## config.mk

```make
export PLATFORM = sky130hd
export DESIGN_NAME = mbx_write_engine
export DESIGN_NICKNAME = d
export VERILOG_FILES = /design/src/rtl/mbx_pkg.sv /design/src/rtl/mbx_cmd_decode.sv /design/src/rtl/mbx_byte_merge.sv /design/src/rtl/mbx_seq_fsm.sv /design/src/rtl/mbx_write_engine.sv
export SDC_FILE = /design/constraint.sdc
export NUM_CORES = 1
export LEC_CHECK = 0
export BUFFER_PORTS_ARGS = -buffer_cell sky130_fd_sc_hd__buf_2
export CORE_ASPECT_RATIO = 0.6
export CORE_MARGIN = 10
export CORE_UTILIZATION = 45
export CTS_CLUSTER_SIZE = 40
export DETAILED_ROUTE_END_ITERATION = 8
export GPL_ROUTABILITY_DRIVEN = 0
export PLACE_DENSITY = 0.77
export SETUP_SLACK_MARGIN = 0.4
export SLEW_MARGIN = 15
export SYNTH_ARGS = -nofsm -noshare
export SYNTH_HDL_FRONTEND = slang
export SYNTH_SLANG_ARGS = --single-unit
```

## constraint.sdc

```tcl
create_clock -name clk_i -period 1.7 [get_ports clk_i]
set_input_delay 0.085 -clock clk_i [delete_from_list [all_inputs] [get_ports clk_i]]
set_output_delay 0.085 -clock clk_i [all_outputs]
set_load 0.02 [all_outputs]
```

## src/rtl/mbx_pkg.sv

```systemverilog
package mbx_pkg;
  localparam int CMD_W   = 64;
  localparam int WORD_W  = 32;
  localparam int ADDR_W  = 16;
  localparam int CORE_W  = 10;
  localparam int OFF_W   = 12;
  localparam int BYTES   = WORD_W / 8;
  localparam int CORE_LO = 16;
  localparam int KEEP_LO = 27;
  localparam int DATA_LO = 32;

  typedef enum logic [2:0] {
    ST_IDLE, ST_RD_REQ, ST_RD_WAIT, ST_WR_REQ, ST_WR_WAIT, ST_DONE
  } seq_state_e;

  typedef struct packed {
    logic [CORE_W-1:0] core;
    logic [ADDR_W-1:0] addr;
    logic [BYTES-1:0]  keep;
    logic [WORD_W-1:0] data;
  } cmd_t;
endpackage

```

## src/rtl/mbx_cmd_decode.sv

```systemverilog
module mbx_cmd_decode
  import mbx_pkg::*;
#(
  parameter int               NUM_CORES = 8,
  parameter logic [OFF_W-1:0]  MBX_OFF   = 12'h048,
  parameter logic [OFF_W-1:0]  ANY_OFF   = 12'h158,
  parameter logic [ADDR_W-1:0] MBX_BASE  = 16'h1020,
  parameter logic [ADDR_W-1:0] MBX_SEL   = 16'h001C
) (
  input  logic [OFF_W-1:0] off_i,
  input  logic [CMD_W-1:0] data_i,
  output logic             hit_o,
  output logic             core_ok_o,
  output cmd_t             cmd_o
);
  localparam logic [CORE_W-1:0] CORE_LIM = CORE_W'(NUM_CORES);

  logic              hit_mbx, hit_any;
  logic [ADDR_W-1:0] low;
  logic              unused_bits;

  assign hit_mbx = (off_i == MBX_OFF);
  assign hit_any = (off_i == ANY_OFF);
  assign hit_o   = hit_mbx | hit_any;
  assign low     = data_i[ADDR_W-1:0];

  assign cmd_o.core = data_i[CORE_LO +: CORE_W];
  assign cmd_o.keep = data_i[KEEP_LO +: BYTES];
  assign cmd_o.data = data_i[DATA_LO +: WORD_W];
  // mailbox slots are word aligned inside a small window
  assign cmd_o.addr = hit_mbx ? (MBX_BASE + (low & MBX_SEL)) : low;

  assign core_ok_o   = (cmd_o.core < CORE_LIM);
  assign unused_bits = ^{data_i[31], data_i[26]};
endmodule

```

## src/rtl/mbx_byte_merge.sv

```systemverilog
module mbx_byte_merge
  import mbx_pkg::*;
(
  input  logic [WORD_W-1:0] old_i,
  input  logic [WORD_W-1:0] new_i,
  input  logic [BYTES-1:0]  keep_i,
  output logic [WORD_W-1:0] out_o
);
  for (genvar b = 0; b < BYTES; b++) begin : g_byte
    assign out_o[8*b +: 8] = keep_i[b] ? old_i[8*b +: 8] : new_i[8*b +: 8];
  end
endmodule

```

## src/rtl/mbx_seq_fsm.sv

```systemverilog
module mbx_seq_fsm
  import mbx_pkg::*;
(
  input  logic clk_i,
  input  logic rst_ni,
  input  logic start_i,
  input  logic need_rd_i,
  input  logic rd_ack_i,
  input  logic wr_ack_i,
  output logic idle_o,
  output logic rd_req_o,
  output logic rd_take_o,
  output logic wr_req_o,
  output logic done_o
);
  seq_state_e state_q, state_d;

  always_comb begin
    state_d = state_q;
    unique case (state_q)
      ST_IDLE:    if (start_i) state_d = need_rd_i ? ST_RD_REQ : ST_WR_REQ;
      ST_RD_REQ:  state_d = rd_ack_i ? ST_WR_REQ : ST_RD_WAIT;
      ST_RD_WAIT: if (rd_ack_i) state_d = ST_WR_REQ;
      ST_WR_REQ:  state_d = wr_ack_i ? ST_DONE : ST_WR_WAIT;
      ST_WR_WAIT: if (wr_ack_i) state_d = ST_DONE;
      ST_DONE:    state_d = ST_IDLE;
      default:    state_d = ST_IDLE;
    endcase
  end

  always_ff @(posedge clk_i or negedge rst_ni) begin
    if (!rst_ni) state_q <= ST_IDLE;
    else         state_q <= state_d;
  end

  assign idle_o    = (state_q == ST_IDLE);
  assign rd_req_o  = (state_q == ST_RD_REQ) | (state_q == ST_RD_WAIT);
  assign wr_req_o  = (state_q == ST_WR_REQ) | (state_q == ST_WR_WAIT);
  assign rd_take_o = rd_req_o & rd_ack_i;
  assign done_o    = (state_q == ST_DONE);
endmodule

```

## src/rtl/mbx_write_engine.sv

```systemverilog
module mbx_write_engine
  import mbx_pkg::*;
#(
  parameter int               NUM_CORES = 8,
  parameter logic [OFF_W-1:0]  MBX_OFF   = 12'h048,
  parameter logic [OFF_W-1:0]  ANY_OFF   = 12'h158,
  parameter logic [ADDR_W-1:0] MBX_BASE  = 16'h1020
) (
  input  logic              clk_i,
  input  logic              rst_ni,
  input  logic              cmd_valid_i,
  input  logic              cmd_full_i,
  input  logic [OFF_W-1:0]  cmd_off_i,
  input  logic [CMD_W-1:0]  cmd_data_i,
  output logic              busy_o,
  output logic              done_o,
  output logic              err_o,
  output logic [CORE_W-1:0] core_id_o,
  output logic              rd_req_o,
  output logic [ADDR_W-1:0] rd_addr_o,
  input  logic              rd_ack_i,
  input  logic [WORD_W-1:0] rd_data_i,
  output logic              wr_req_o,
  output logic [ADDR_W-1:0] wr_addr_o,
  output logic [WORD_W-1:0] wr_data_o,
  input  logic              wr_ack_i
);
  cmd_t              dec_cmd, cmd_q;
  logic              hit, core_ok, idle, accept, start, rd_take;
  logic              err_q;
  logic [WORD_W-1:0] merged, wdata_q;

  mbx_cmd_decode #(
    .NUM_CORES(NUM_CORES), .MBX_OFF(MBX_OFF), .ANY_OFF(ANY_OFF), .MBX_BASE(MBX_BASE)
  ) u_dec (
    .off_i(cmd_off_i), .data_i(cmd_data_i),
    .hit_o(hit), .core_ok_o(core_ok), .cmd_o(dec_cmd)
  );

  assign accept = cmd_valid_i & cmd_full_i & hit & idle;
  assign start  = accept & core_ok;

  mbx_seq_fsm u_fsm (
    .clk_i, .rst_ni,
    .start_i(start), .need_rd_i(|dec_cmd.keep),
    .rd_ack_i, .wr_ack_i,
    .idle_o(idle), .rd_req_o, .rd_take_o(rd_take), .wr_req_o, .done_o
  );

  mbx_byte_merge u_merge (
    .old_i(rd_data_i), .new_i(cmd_q.data), .keep_i(cmd_q.keep), .out_o(merged)
  );

  always_ff @(posedge clk_i or negedge rst_ni) begin
    if (!rst_ni) begin
      cmd_q   <= '0;
      wdata_q <= '0;
      err_q   <= 1'b0;
    end else begin
      err_q <= accept & ~core_ok;
      if (start) begin
        cmd_q   <= dec_cmd;
        wdata_q <= dec_cmd.data;
      end else if (rd_take) begin
        wdata_q <= merged;
      end
    end
  end

  assign busy_o    = ~idle;
  assign err_o     = err_q;
  assign core_id_o = cmd_q.core;
  assign rd_addr_o = cmd_q.addr;
  assign wr_addr_o = cmd_q.addr;
  assign wr_data_o = wdata_q;
endmodule

```

Word level (Yosys, flattened, before mapping)
Index checks and enable logic that the tools add are counted.
{ "totals": {"output_inout_bits": 79, "regBits": 98, "inputBits": 114} }
{ "op_classes": {"n_mux": 14, "n_addsub": 1, "n_bitwise": 11, "eq_ne": 10, "n_lt_le_gt_ge": 1, "n_reduce_logical": 4} }
{ "ops": {"columns": ["cell", "count"], "rows": [
  ["32-bit two-way mux", 2],
  ["8-bit two-way mux", 4],
  ["16-bit two-way mux", 1],
  ["3-bit case mux with 5 select lines", 1],
  ["13-bit by 5-bit adder with 14-bit output (first input constant)", 1],
  ["12-bit by 7-bit == test with 1-bit output (second input constant)", 1],
  ["12-bit by 9-bit == test with 1-bit output (second input constant)", 1],
  ["10-bit by 4-bit less-than comparator with 1-bit output (second input constant)", 1],
  ["3-bit two-way mux", 3],
  ["1-bit AND", 6],
  ["3-bit by 2-bit == test with 1-bit output (second input constant)", 2],
  ["3-bit == test (second input constant)", 2],
  ["2-bit != test (second input constant)", 2],
  ["4-bit OR reduction", 1],
  ["3-bit by 1-bit == test with 1-bit output (second input constant)", 1],
  ["3-bit zero test", 1],
  ["1-bit OR", 3],
  ["3-bit AND reduction", 1],
  ["1-bit two-way mux", 2],
  ["2-bit two-way mux", 1],
  ["2-bit by 1-bit != test with 1-bit output (second input constant)", 1],
  ["1-bit NOT", 2],
  ["2-bit nonzero test", 1]
]} }

Logic depth before layout (Yosys ltp)
Gate-level depths: netlist of the first run.
{ "depth": {"ltp_word": 7, "ltp_mapped": 7} }

By module
Synthesis of the first run repeated with hierarchy kept, for this count alone.
{ "unflattened": {"hier_cells": 498, "area_unflattened_um2": 5579.1} }
{ "modules_own_cells": {"columns": ["module", "area_per_inst_um2", "seq_area_each_um2", "cells_per_inst", "instances"], "rows": [
  ["mbx_write_engine", 4229.1, 2377.3, 354, 1],
  ["mbx_cmd_decode", 619.3, 0.0, 84, 1],
  ["mbx_byte_merge", 525.5, 0.0, 36, 1],
  ["mbx_seq_fsm", 205.2, 75.1, 24, 1]
]} }

Worst setup path after synthesis of the first run
OpenSTA, ideal clock, no wires.
{ "synth_timing": {"path_type": "register to register", "start": "reg u_fsm.state_q[0]", "end": "reg wdata_q[21], in the netlist wr_data_o[21]", "arrival_time_ns": 1.724, "setup_time_ns": 0.127, "period_less_slack_ns": 1.852, "path_slack_ns": -0.152, "stages_incl_launch_ff": 8, "cell_sequence": "dfrtp_1 clkbuf_2 a21oi_1 and3b_1 buf_2 buf_6 mux2_2 mux2_1"} }
{ "synth_via": {"elab_chain_len": 4, "elab_cells_between_ends": 9, "classes_between": "eq/ne: 2; mux: 1; bitwise: 4; reduce/logical: 2"} }
{ "synth_rtl": {"columns": ["element", "line_no", "source"], "rows": [
  ["from (decl)", "mbx_seq_fsm.sv:16", "seq_state_e state_q, state_d;"],
  ["from (signal assigned)", "mbx_seq_fsm.sv:33", "else state_q <= state_d;"],
  ["3-bit by 1-bit == test with 1-bit output (tied with other cells)", "mbx_seq_fsm.sv:37", "assign rd_req_o = (state_q == ST_RD_REQ) | (state_q == ST_RD_WAIT);"],
  ["1-bit OR / 1-bit AND (equally long branches)", "mbx_seq_fsm.sv:37, mbx_write_engine.sv:40", null],
  ["1-bit AND, on equally long branches", "mbx_seq_fsm.sv:39, mbx_write_engine.sv:41", null],
  ["2-bit nonzero test (no source line) / 32-bit two-way mux (equally long branches)", null, null],
  ["to (signal assigned)", "mbx_write_engine.sv:63", "wdata_q <= dec_cmd.data;"],
  ["to (signal assigned)", "mbx_write_engine.sv:65", "wdata_q <= merged;"],
  ["to (decl)", "mbx_write_engine.sv:31", "logic [WORD_W-1:0] merged, wdata_q;"]
]} }
Several ways; a longest one is shown, not always the timed one.
A chain may end at the register's enable or synchronous reset.

Worst setup path in the final report of the first run
{ "layout_timing": {"start": "reg u_fsm.state_q[2]", "end": "reg wdata_q[5], in the netlist wr_data_o[5]"} }
The elaborated chain is that of the path after synthesis.

==> summary.md, run 1 <==
| Metric | Value |
|---|---|
| Hold wc startpoint | `cmd_data_i[58]` |
| Hold WC Path Type | `primary input to flop` |
| LEAKAGE | `4.01 nW` |
| Crit-path max FO | `7` |
| Net count, final | `735` |
| Total number of vias | `3846` |
| Seq/Total Area, Yosys | `49.2%` |
| Worst Hold End | `wr_data_o[26]` |
| Clock buffer depth | `2` |
| Clk Latency, worst-skew pair | `350 ps` |
| Cell variety after synth | `35` |
| CP Capture Type | `flop` |
| Vias in the first global route | `4366` |
| I/O pins | `193` |
| Synth warnings | `0` |
| Slowest CP cell | `dfrtp_1` |
| Most frequent cells after synthesis | `105 x mux2_2, 98 x dfrtp_1, 43 x buf_4, 35 x mux2_1, 17 x nand2_1` |
| DP Area | `5880 um^2` |
| CTS tree | `done` |
| Net count after synthesis | `492` |
| CP required | `1940 ps` |
| Total power | `6.26 mW` |
| Cell row count | `29` |
| Setup TNS | `-21790 ps` |
| Drc violations | `0` |
| Max cap viols | `0` |
| Cell with the most instances after synthesis | `mux2_2` |
| Final Cycle Share | `119%` |
| Rel. slew slack | `66.9%` |
| Max Transition Viols Final | `0` |
| Reg-to-reg setup timing slack | `-320 ps` |
| N_diodes | `0` |
| CTS sink cnt | `98` |
| CP arrival | `2270 ps` |
| DIE HEIGHT | `102 um` |
| Starting DRT DRC Count | `157` |
| Top_reg_cell synth | `dfrtp_1` |
| DR pass1 iterations | `4` |
| Clock skew | `12.1 ps` |
| FF+latch count, synth | `98` |
| Vias per Instance | `5.03` |
| Fmax | `494 MHz` |
| Worst-Margin Slew | `497 ps` |
| Core Util, Final | `72.0%` |
| Syn Area/Cell | `13.2 um^2` |
| Antenna-violating nets left | `0` |
| Die area | `15800 um^2` |
| First-pass GRT wire length | `24.5 mm` |
| Dpl hpwl | `10.2 mm` |
| Number of synthesized flops with an enable pin | `0` |
| Syn Inst Count | `378` |
| Post-Synthesis Cell Area | `4990 um^2` |
| RR Endpoint | `wr_data_o[5]` |
| Worst Hold Depth | `2` |
| Die Wd | `156 um` |
| Clk root buf | `clkbuf_16` |
| CP Cell Sequence | `buf_4 > a21oi_4 > and3b_2 > buf_12 > buf_12 > buf_16 > mux2_4 > mux2_4` |
| CP top delay family | `buffers and inverters` |
| PortBufs | `190` |
| Fraction of registers with async set/reset | `100%` |
| Max incr delay on CP | `410 ps` |
| Initial Utilization | `46.6%` |
| Hold Vio Cnt, Final | `0` |
| H-Tree Depth | `3` |
| Final Setup Violations | `94` |
| Clk slew on worst S/H paths | `70 ps` |
| Crit path depth | `8` |
| Worst Setup Path Type | `flop to flop` |
| Worst vdd ir | `0.000534 V` |
| Reg2Reg Depth | `8` |
| Initial antenna violation count | `0` |
| DR WL/cell | `21.4 um` |
| Area growth syn-to-layout | `54.5%` |
| Yosys top cell by area | `dfrtp_1` |
| Worst Hold Margin | `41.7 ps` |
| Worst r2r src | `u_fsm.state_q[2]` |
| Final min period | `2020 ps` |
| Largest net degree at the start of global routing | `47` |
| Global Route Usage Sum | `19.6%` |
| Grt ovf | `0` |
| Placeable Area | `10700 um^2` |
| CP Launch Type | `flop` |
| Total wire length | `16.4 mm` |
| PwrDens | `813 nW/um^2` |
| RSZ-0062 raised after global routing | `true` |
| Failing checks | `negative setup slack` |
| Final instance area | `7710 um^2` |
| Status | `finished with violations` |
| Crit path buf inv count | `4` |
| Final Worst Setup Slack | `-325 ps` |
| Synth top area share | `49.2%` |
| Synth area leaders | `dfrtp_1 49%, mux2_2 24%, mux2_1 7.9%, buf_4 6.5%, mux2i_1 2.4%` |
| Layout cells sized above 1 | `66.5%` |
| CTS Buf Count | `9` |
-- how the worst max path moves through the flow --
stage,start,to,slack (ps)
after global routing,u_fsm.state_q[2],wr_data_o[5],-370
final,u_fsm.state_q[2],wr_data_o[5],-320
after detailed placement,u_fsm.state_q[2],rd_addr_o[13],-310
after CTS,u_fsm.state_q[0],wr_data_o[20],-250
after global placement,u_fsm.state_q[2],cmd_q[12],-200
after floorplan,u_fsm.state_q[2],wr_data_o[10],-130
-- per-layer routing --
layer	wire length, um	vias up	GRT usage (%)
met4	120	0	4.34
met3	1390	11	8.42
met2	8000	130	33.6
li1	-	1754	-
met1	6880	1951	22.7
met5	0	-	0
-- repair_timing --
action,in CTS,in global routing
hold buffers,47,4
cloned,8,3
endpoints found under the hold margin,100,5
setup endpoints to repair,100,101
pin swaps,5,7
setup buffers,15,8
gates resized for setup,86,62
-- power breakdown --
part           total, mW  internal, mW  switching, mW  leakage [nW]
logic               1.95          1.10          0.850          2.57
registers           2.41          2.37         0.0430          1.31
clock network       1.91         0.995          0.910         0.132
-- cell families (layout without fill, tap and decap cells) --
| kind of cell | Yosys count | after routing | synth area share [%] |
|---|---|---|---|
| AOI/OAI and AO/OA | 8 | 8 | 0.953 |
| buffers and inverters | 74 | 322 | 10.3 |
| DFF | 98 | 98 | 49.2 |
| muxes | 152 | 152 | 34.0 |
| and+or+nand+nor | 46 | 46 | 5.59 |
-- metrics by stage --
stage / std cells / setup slack, ps
3_3_place_gp: 664 / -199
2_1_floorplan: 378 / -131
6_report: 765 / -325
5_1_grt: 765 / -367
4_1_cts: 750 / -248
3_5_place_dp: 664 / -311
-- worst register-to-register path, delay by kind of cell, from the launching register on --
kind            cells  cell delay [ps]
buf+inv             4              580
flops               1              410
mux                 2              580
compound gates      1              140
simple gates        1              230
-- state kept, by name, indices dropped and copies added (netlist names) --
name	cells
rd_addr_o	16
wr_data_o	32
u_fsm.state_q	3
cmd_q	36
core_id_o	10
err_o	1
-- placed cells by master, fill, tap and decap left out, drive strengths merged --
| cell | count |
|---|---|
| dfrtp | 98 |
| nand3 | 1 |
| nor4b | 2 |
| nor2 | 3 |
| mux2 | 140 |
| inv | 12 |
| clkinv | 5 |
| nor3 | 3 |
| mux2i | 12 |
| o21bai | 1 |
| nor2b | 8 |
| a22o | 1 |
| nor4 | 2 |
| o21ai | 3 |
| clkbuf | 12 |
| and3b | 2 |
| dlygate4sd3 | 51 |
| buf | 241 |
| or4 | 1 |
| nand2 | 17 |
| a21oi | 2 |
| and2 | 2 |
| nand2b | 2 |
| nor3b | 1 |
| nand4 | 2 |
| clkinvlp | 1 |
| a31oi | 1 |
-- final cells by class --
type | instances | area, um^2
inverter | 12 | 47.5
clock buffer | 10 | 229
tap | 139 | 174
sequential | 98 | 2450
timing repair buffer | 294 | 2300
clock inverter | 6 | 43.8
fill | 704 | 3000
multi-input combinational | 206 | 2460
Note: power is estimated with default switching activity, not from simulation.
==> inputs of run 2 (changes only) <==
PLACE_DENSITY = 0.86   (was 0.77)
==> summary.md, run 2 (synthesized netlist as in run 1, its figures left out) <==
| Metric | Value |
|---|---|
| Crit path from | `u_fsm.state_q[1]` |
| CP top delay family | `simple AND/OR/NAND/NOR gates` |
| Hold WC Path Type | `primary input to flop` |
| PwrDens | `869 nW/um^2 (+6.9%)` |
| Layout cells sized above 1 | `65.4% (-1.1 points)` |
| H-Tree Depth | `3 (unchanged)` |
| Max incr delay on CP | `420 ps (about the same)` |
| Leading cell type in the layout, fill and taps excluded | `buf_2` |
| Largest Register | `cmd_q` |
| Reg2Reg Depth | `7 (-1)` |
| Fmax | `495 MHz (+0.25%)` |
| Final Setup Violations | `95 (+1.1%)` |
| Worst Hold Depth | `2 (unchanged)` |
| Slowest CP cell | `dfrtp_1` |
| DIE HEIGHT | `102 um (unchanged)` |
| Status | `finished with violations` |
| RSZ-0062 raised after global routing | `true` |
| CP Cell Sequence | `buf_6 > nor3_4 > nand4_1 > nor3_4 > buf_6 > clkbuf_16 > mux2_4` |
| Die Wd | `156 um (unchanged)` |
| Initial Utilization | `46.6% (unchanged)` |
| Die area | `15800 um^2 (unchanged)` |
| CP required | `1920 ps (-20 ps)` |
| Worst vdd ir | `0.000576 V (+7.9%)` |
| Drc violations | `0 (unchanged)` |
| Largest net degree at the start of global routing | `50 (+6.4%)` |
| DR pass1 iterations | `4 (unchanged)` |
| CTS sink cnt | `98 (unchanged)` |
| Grt ovf | `0 (unchanged)` |
| Max cap viols | `0 (unchanged)` |
| Global Route Usage Sum | `18.8% (-0.83 points)` |
| CP Capture Type | `flop` |
| Total number of vias | `3871 (+0.65%)` |
| CTS tree | `done` |
| Clock buffer depth | `2 (unchanged)` |
| Commonest non-fill, non-tap cells in the layout | `185 x buf_2, 97 x dfrtp_1, 74 x mux2_2, 55 x mux2_4, 51 x dlygate4sd3_1` |
| Hold wc startpoint | `cmd_data_i[51]` |
| DP Area | `5880 um^2 (+0.13%)` |
| Clk Latency, worst-skew pair | `340 ps (about the same)` |
| CTS Buf Count | `9 (unchanged)` |
| LEAKAGE | `4.00 nW (-0.26%)` |
| Vias per Instance | `5.07 (+0.78%)` |
| Starting DRT DRC Count | `145 (-7.6%)` |
| Dpl hpwl | `9.88 mm (-3.2%)` |
| Final Worst Setup Slack | `-320 ps (+5.04 ps)` |
| DR WL/cell | `21.0 um (-1.9%)` |
| Worst Hold End | `wr_data_o[19]` |
| I/O pins | `193 (unchanged)` |
| Clock skew | `8.11 ps (-4.01 ps)` |
| CP Launch Type | `flop` |
| Worst-Margin Slew | `457 ps (-39.7 ps)` |
| Area growth syn-to-layout | `52.5%` |
| Worst r2r src | `u_fsm.state_q[1]` |
| Antenna-violating nets left | `0 (unchanged)` |
| Cell row count | `29 (unchanged)` |
| Max FFs per register | `36 (unchanged)` |
| First-pass GRT wire length | `23.7 mm (-3.2%)` |
| Crit-path max FO | `7 (unchanged)` |
| Final instance area | `7610 um^2 (-1.3%)` |
| Initial antenna violation count | `2 (+2)` |
| Max Transition Viols Final | `0 (unchanged)` |
| Core Util, Final | `71.1% (-0.91 points)` |
| Total wire length | `16.1 mm (-2.1%)` |
| Crit path buf inv count | `3 (-1)` |
| Pre-CTS setup slack | `-330 ps (-18.8 ps)` |
| Worst Setup Path Type | `flop to flop` |
| Final Cycle Share | `119% (-0.30 points)` |
| Failing checks | `negative setup slack` |
| Setup TNS | `-26200 ps (-4420 ps)` |
| RR Endpoint | `wr_data_o[20]` |
| Reg-to-reg setup timing slack | `-320 ps (about the same)` |
| Vias in the first global route | `4339 (-0.62%)` |
| Rel. slew slack | `69.5% (+2.6 points)` |
| Final min period | `2020 ps (-5.04 ps)` |
| Total power | `6.61 mW (+5.6%)` |
| Clk slew on worst S/H paths | `60 ps (about the same)` |
| Hold Vio Cnt, Final | `0 (unchanged)` |
| Net count, final | `734 (-0.14%)` |
| CP arrival | `2240 ps (-30 ps)` |
| Clk root buf | `clkbuf_16` |
| PortBufs | `190 (unchanged)` |
| Placeable Area | `10700 um^2 (unchanged)` |
[run 2: cell count changes in the layout (fill, tap and decap cells not counted), moves of 2 or more]
cell	before	now
buf_6	19	23
clkbuf_8	0	2
buf_16	8	4
buf_12	11	8
clkinv_4	3	0
clkinv_2	2	0
bufinv_16	0	2
buf_4	15	13
nand2_2	3	1
mux2_4	87	55
clkbuf_16	11	14
mux2_2	48	74
mux2_1	5	11
[run 2: worst max path at each step]
stage | slack [ps] | to | cells after the start
global placement | -200 | cmd_q[23] | 5
floorplan | -130 | wr_data_o[10] | 6
CTS | -270 | wr_data_o[19] | 7
global route | -400 | cmd_q[14] | 7
finish | -320 | wr_data_o[20] | 7
detailed placement | -330 | wr_data_o[31] | 5
[run 2: where the power goes]
group | internal (mW) | switching, mW | leakage [nW] | total (mW)
Combinational | 1.17 | 0.821 | 2.54 | 1.99
Clock | 1.36 | 0.846 | 0.154 | 2.21
Sequential | 2.37 | 0.0494 | 1.31 | 2.42
[run 2: layout make-up]
cell class	count	area, um^2
clock inverter	4	75.1
fill	697	3100
antenna	1	2.50
tap	139	174
sequential	98	2450
multi-input combinational	206	2340
clock buffer	11	253
inverter	12	45.0
timing repair buffer	293	2270
[run 2: timing repair]
item	CTS	global route
hold buffers	50	1
setup buffers	17	4
resized for setup	55	64
pin swaps	5	6
endpoints found under the hold margin	106	1
gates cloned	5	6
setup endpoints to repair	101	101
[run 2: metal layers]
layer	wire length (um)	track usage, %	vias up
met5	0	0	-
met4	153	4.19	0
met3	1160	6.81	14
met2	8200	33.5	135
met1	6540	21.4	1964
li1	-	-	1758
[run 2: through the flow]
step           cells  hold WS (ps)
2_1_floorplan    378          -211
3_3_place_gp     665          52.4
3_5_place_dp     665          61.0
4_1_cts          752          5.60
5_1_grt          764          6.67
6_report         764          16.2
